$ cat config.mk
export PLATFORM = sky130hd
export DESIGN_NAME = cpu_irq_arb
export DESIGN_NICKNAME = d
export VERILOG_FILES = /design/src/rtl/arb_pkg.sv /design/src/rtl/arb_nmi_edge.sv /design/src/rtl/arb_wake_timer.sv /design/src/rtl/cpu_irq_arb.sv
export SDC_FILE = /design/constraint.sdc
export NUM_CORES = 1
export LEC_CHECK = 0
export BUFFER_PORTS_ARGS = -buffer_cell sky130_fd_sc_hd__buf_4
export CAP_MARGIN = 15
export CORE_MARGIN = 4
export CORE_UTILIZATION = 30
export DETAILED_ROUTE_END_ITERATION = 10
export GPL_TIMING_DRIVEN = 0
export PLACE_DENSITY = 0.57
export SETUP_SLACK_MARGIN = 0.02
export SYNTH_ARGS = -nofsm -noshare
export SYNTH_HDL_FRONTEND = slang
export SYNTH_HIERARCHICAL = 1
export SYNTH_SLANG_ARGS = --single-unit
$ cat constraint.sdc
create_clock -name clk -period 3.15 [get_ports clk]
set_input_delay 0.1575 -clock clk [delete_from_list [all_inputs] [get_ports clk]]
set_output_delay 0.1575 -clock clk [all_outputs]
set_load 0.02 [all_outputs]
$ cat src/rtl/arb_pkg.sv
package arb_pkg;
    typedef enum logic [2:0] {
        ST_RUN,
        ST_GRANT,
        ST_NMI,
        ST_IACK,
        ST_HALT,
        ST_WAKE
    } arb_st_t;

    localparam logic [15:0] NMI_TARGET = 16'h0066;
endpackage

$ cat src/rtl/arb_nmi_edge.sv
module arb_nmi_edge (
    input  logic clk,
    input  logic rst_n,
    input  logic nmi_n,
    input  logic clr,
    output logic pend
);
    logic nmi_q;
    logic fall;

    assign fall = nmi_q & ~nmi_n;

    always_ff @(posedge clk or negedge rst_n) begin
        if (!rst_n) begin
            nmi_q <= 1'b1;
            pend  <= 1'b0;
        end else begin
            nmi_q <= nmi_n;
            // a new edge wins over a clear in the same cycle
            if (fall)
                pend <= 1'b1;
            else if (clr)
                pend <= 1'b0;
        end
    end
endmodule

$ cat src/rtl/arb_wake_timer.sv
module arb_wake_timer #(
    parameter int LOAD_VAL = 16,
    parameter int CNT_W    = $clog2(LOAD_VAL + 1)
) (
    input  logic             clk,
    input  logic             rst_n,
    input  logic             load,
    output logic [CNT_W-1:0] cnt,
    output logic             last
);
    localparam logic [CNT_W-1:0] LOAD_CNT = CNT_W'(LOAD_VAL);
    localparam logic [CNT_W-1:0] ONE_CNT  = CNT_W'(1);

    always_ff @(posedge clk or negedge rst_n) begin
        if (!rst_n)
            cnt <= '0;
        else if (load)
            cnt <= LOAD_CNT;
        else if (cnt != '0)
            cnt <= cnt - ONE_CNT;
    end

    assign last = (cnt == ONE_CNT);
endmodule

$ cat src/rtl/cpu_irq_arb.sv
module cpu_irq_arb
    import arb_pkg::*;
#(
    parameter int WAKE_CLKS = 16,
    parameter int VEC_W     = 16
) (
    input  logic             clk,
    input  logic             rst_n,
    input  logic             busreq_n,
    input  logic             nmi_n,
    input  logic             int_n,
    input  logic             ie,
    input  logic             mc_end,
    input  logic             instr_end,
    input  logic             halt_req,
    output logic             busack_n,
    output logic             bus_oe,
    output logic             data_oe,
    output logic             nmi_ack,
    output logic             pc_load,
    output logic [VEC_W-1:0] pc_vec,
    output logic             ie_clr,
    output logic             iack_m1_n,
    output logic             iack_iorq_n,
    output logic             halt_n,
    output logic             fetch_ok
);
    localparam int CNT_W = $clog2(WAKE_CLKS + 1);

    arb_st_t          state_q, state_d;
    logic             nmi_pend;
    logic             nmi_clr;
    logic             wake_load;
    logic [CNT_W-1:0] wake_cnt;
    logic             wake_last;
    logic             int_ok;

    assign int_ok    = ie & ~int_n;
    assign nmi_clr   = (state_d == ST_NMI) & (state_q != ST_NMI);
    assign wake_load = (state_q == ST_HALT) & (state_d == ST_WAKE);

    arb_nmi_edge u_nmi (
        .clk   (clk),
        .rst_n (rst_n),
        .nmi_n (nmi_n),
        .clr   (nmi_clr),
        .pend  (nmi_pend)
    );

    arb_wake_timer #(
        .LOAD_VAL (WAKE_CLKS),
        .CNT_W    (CNT_W)
    ) u_wake (
        .clk   (clk),
        .rst_n (rst_n),
        .load  (wake_load),
        .cnt   (wake_cnt),
        .last  (wake_last)
    );

    // state register
    always_ff @(posedge clk or negedge rst_n) begin
        if (!rst_n)
            state_q <= ST_RUN;
        else
            state_q <= state_d;
    end

    // next-state selection
    always_comb begin
        state_d = state_q;
        unique case (state_q)
            ST_RUN: begin
                if (mc_end && !busreq_n)
                    state_d = ST_GRANT;
                else if (instr_end && nmi_pend)
                    state_d = ST_NMI;
                else if (instr_end && int_ok)
                    state_d = ST_IACK;
                else if (halt_req)
                    state_d = ST_HALT;
            end
            ST_GRANT: begin
                if (busreq_n)
                    state_d = ST_RUN;
            end
            ST_NMI:  state_d = ST_RUN;
            ST_IACK: state_d = ST_RUN;
            ST_HALT: begin
                if (nmi_pend || int_ok)
                    state_d = ST_WAKE;
            end
            ST_WAKE: begin
                if (wake_last) begin
                    if (nmi_pend)
                        state_d = ST_NMI;
                    else if (int_ok)
                        state_d = ST_IACK;
                    else
                        state_d = ST_RUN;
                end
            end
            default: state_d = ST_RUN;
        endcase
    end

    // outputs
    always_comb begin
        busack_n    = 1'b1;
        bus_oe      = rst_n;
        data_oe     = rst_n;
        nmi_ack     = 1'b0;
        pc_load     = 1'b0;
        pc_vec      = VEC_W'(NMI_TARGET);
        ie_clr      = 1'b0;
        iack_m1_n   = 1'b1;
        iack_iorq_n = 1'b1;
        halt_n      = 1'b1;
        fetch_ok    = 1'b0;
        unique case (state_q)
            ST_RUN: fetch_ok = (wake_cnt == '0);
            ST_GRANT: begin
                busack_n = 1'b0;
                bus_oe   = 1'b0;
                data_oe  = 1'b0;
            end
            ST_NMI: begin
                nmi_ack = 1'b1;
                pc_load = 1'b1;
                ie_clr  = 1'b1;
            end
            ST_IACK: begin
                iack_m1_n   = 1'b0;
                iack_iorq_n = 1'b0;
            end
            ST_HALT: begin
                halt_n  = 1'b0;
                data_oe = 1'b0;
            end
            ST_WAKE: ;
            default: ;
        endcase
    end
endmodule

==> impl_metrics.toml <==
[run_status]
outcome = "finished, final reports clean"

[finish]
area_delta_synth_final_pct = 35.7
seq_area_um2 = 251
fillCellCount = 262
stdcell_count = 158
multi_input_area_um2 = 402
diodes = 0
drive_gt1_frac = 0.383
nets = 140

[route]
first_iter_violations = 3
dr.pass1.iters = 4
postRouteAntennaNets = 0
via_per_inst = 4.15
drc = 0
wl_per_cell_um = 10.3
vias = 655
routed_wl_um = 1630

[floorplanning]
dieArea_um2 = 3510
initial_core_util = 0.315
fp.dieW_um = 59.3
ioPinCount = 35
core_um2 = 2500
fp-row-count = 18
die_y_um = 59.3

[logic_synthesis]
synthSimpleGateAreaFrac = 0.248
seq_area_frac_synth = 0.319
syn_area_per_cell_um2 = 8.76
synth.largest_area_cell = "dfrtp_1"
synth.area.mux_share = 0.0254
synth-compound-area-share = 0.117
synth_area_leaders = "dfrtp_1, buf_4, inv_1, dfstp_2, ha_1"
synthCells = 90
synth_top_cell_area_share = 0.286
ys.warnings.count = 6
synth_edf_count = 0
synth_seq_cells = 10
synth_xor_xnor_area_share = 0.0111
synth_top_family_by_area = "simple AND/OR/NAND/NOR gates"
synth_fa_ha_area_frac = 0.0317
synth_async_sr_flop_share = 1.00
yosysMostFrequentCell = "buf_4"
netlist_area_um2 = 788
synth_flop_cell = "dfrtp_1"
ys_types = 34
synthTopCellsByCount = "buf_4, dfrtp_1, inv_1"

[placement]
port_buffers = 18
gp_congestion = 0.830
dp_cells = 152
dpl.hpwl_um = 1320

[setup_path]
path_max_fanout = 9
regToRegStartpoint = "state_q[0]$_DFF_PN0_"
cp.required_ps = 2990
rr_worst_depth = 6
r2r-end = "u_nmi/pend$_DFFE_PN0P_"
arrival_ps = 1580
end_kind = "output port"
cp-start-kind = "flop"
crit_type = "flop to output port"
r2r_slack_ps = 1440

[timing]
min_period_ps = 1740
rsz0062_at_grt = "false"
period_share = 0.552
timing.fmax_ghz = 0.575
finalSetupViolCount = 0
finalHoldViolations = 0
skew_ps = 9.09
setup_tns_ps = 0
final-max-slew-violation-count = 0

[clock_network]
htreeDepth = 1
root_buffer = "clkbuf_4"
post_cts_resized = 0
tritoncts = "done"
clk_latency_ps = 280
postCtsSetupBuffers = 0
ctsHoldBuffers = 2
max-clock-path-buffers = 2
clkTransAtPathRegs_ps = 70
cts_buffers = 3
cts.sinks = 10

[global_routing]
grt_max_degree = 12
grt_pass1_wl_um = 2550
grtUsageTotal = 0.101
antenna_found_initial = 0
grt_pass1_vias = 572
grt_overflow_total = 0

[power_and_ir_drop]
pwr-share-seq = 0.288
power.density_nw_per_um2 = 791
clkPwrFrac = 0.142
power.switching_w = 0.000358
swShare = 0.423
combPwrFrac = 0.570
vdd_drop_max_v = 0.000434
internal_power_w = 0.000488
p_leak_nw = 0.574

[min_path]
worstHoldEndpoint = "state_q[2]$_DFF_PN0_"
hold_depth = 3
min_from = "halt_req"
hp-class = "input port to flop"

[job]
max-cap-violations = 0
kinds of logic after synthesis:
family / Yosys count
flip-flops: 10
adder cells (fa/ha/maj): 2
multiplexers: 2
AND/OR/NAND/NOR: 32
AO/OA/AOI/OAI: 12
other: 2
XOR/XNOR: 1
buffers and inverters: 29
worst max-delay path by stage:
stage,end,slack [ps],depth (start not counted),start
6_report,data_oe,1410,5,state_q[0]$_DFF_PN0_
5_1_grt,data_oe,1300,5,state_q[0]$_DFF_PN0_
4_1_cts,data_oe,1380,4,state_q[1]$_DFF_PN0_
3_5_place_dp,u_nmi/pend$_DFFE_PN0P_,1450,6,state_q[0]$_DFF_PN0_
3_3_place_gp,u_nmi/pend$_DFFE_PN0P_,1460,6,state_q[0]$_DFF_PN0_
2_1_floorplan,u_nmi/pend$_DFFE_PN0P_,1540,6,state_q[0]$_DFF_PN0_
critical path, cell delays in order (launching register included):
cell     delay, ps
dfrtp_1        340
buf_6          130
or3b_1         360
and2_1         170
and2_1         150
buf_4          150
cell usage in the layout, fill, tap and decap left out, types with 2 or more instances in the layout:
master | Yosys | routed
ha_1 | 2 | 2
dfrtp_1 | 9 | 9
a21oi_1 | 4 | 4
nand2_1 | 6 | 6
mux2i_1 | 2 | 2
inv_1 | 9 | 9
buf_4 | 19 | 37
nor2b_1 | 2 | 2
a211o_1 | 2 | 2
nand3b_1 | 2 | 2
dlygate4sd3_1 | 0 | 2
nor2_1 | 5 | 5
and2_1 | 3 | 3
or3_1 | 3 | 3
clkbuf_4 | 0 | 3
conb_1 | 2 | 16
stage by stage:
stage / worst slack (ps) / cell area, um2 / hold WS, ps / total power [W] / util
floorplan: 1540 / 841 / -138 / 0.000596 / -
detailed placement: 1450 / 1010 / -0.338 / 0.000729 / 0.405
global placement: 1460 / 1010 / -0.606 / 0.000712 / 0.405
global route: 1300 / 1070 / 130 / 0.000919 / 0.428
finish: 1410 / 1070 / 127 / 0.000846 / 0.428
CTS: 1380 / 1070 / 117 / 0.000857 / 0.428
area by class of cell:
| cell class | count | area share |
|---|---|---|
| clock buffers | 4 | 0.0339 |
| inverters | 9 | 0.0316 |
| repair buffers | 20 | 0.145 |
| plain buffers | 20 | 0.144 |
| well taps | 30 | 0.0351 |
| flip-flops and latches | 10 | 0.235 |
| multi-input cells | 65 | 0.375 |
power groups by stage:
stage          combinational (W)  sequential, W  clock [W]
6_report                0.000483       0.000243   0.000120
5_1_grt                 0.000533       0.000254   0.000131
4_1_cts                 0.000486       0.000243   0.000128
3_5_place_dp            0.000483       0.000246          0
3_3_place_gp            0.000469       0.000242          0
2_1_floorplan           0.000366       0.000230          0
registers in the layout, indices dropped and copies added (netlist names):
name         count
u_wake/cnt       5
state_q          3
u_nmi/nmi_q      1
u_nmi/pend       1
metal layers:
metal  track usage  share of wire  vias to the layer above
met5             0              0                        -
met4        0.0583          0.018                        0
met3        0.0458           0.12                        3
met2         0.158           0.47                       26
met1         0.113           0.39                      286
li1              -              -                      340
Note: power is estimated with default switching activity, not from simulation.
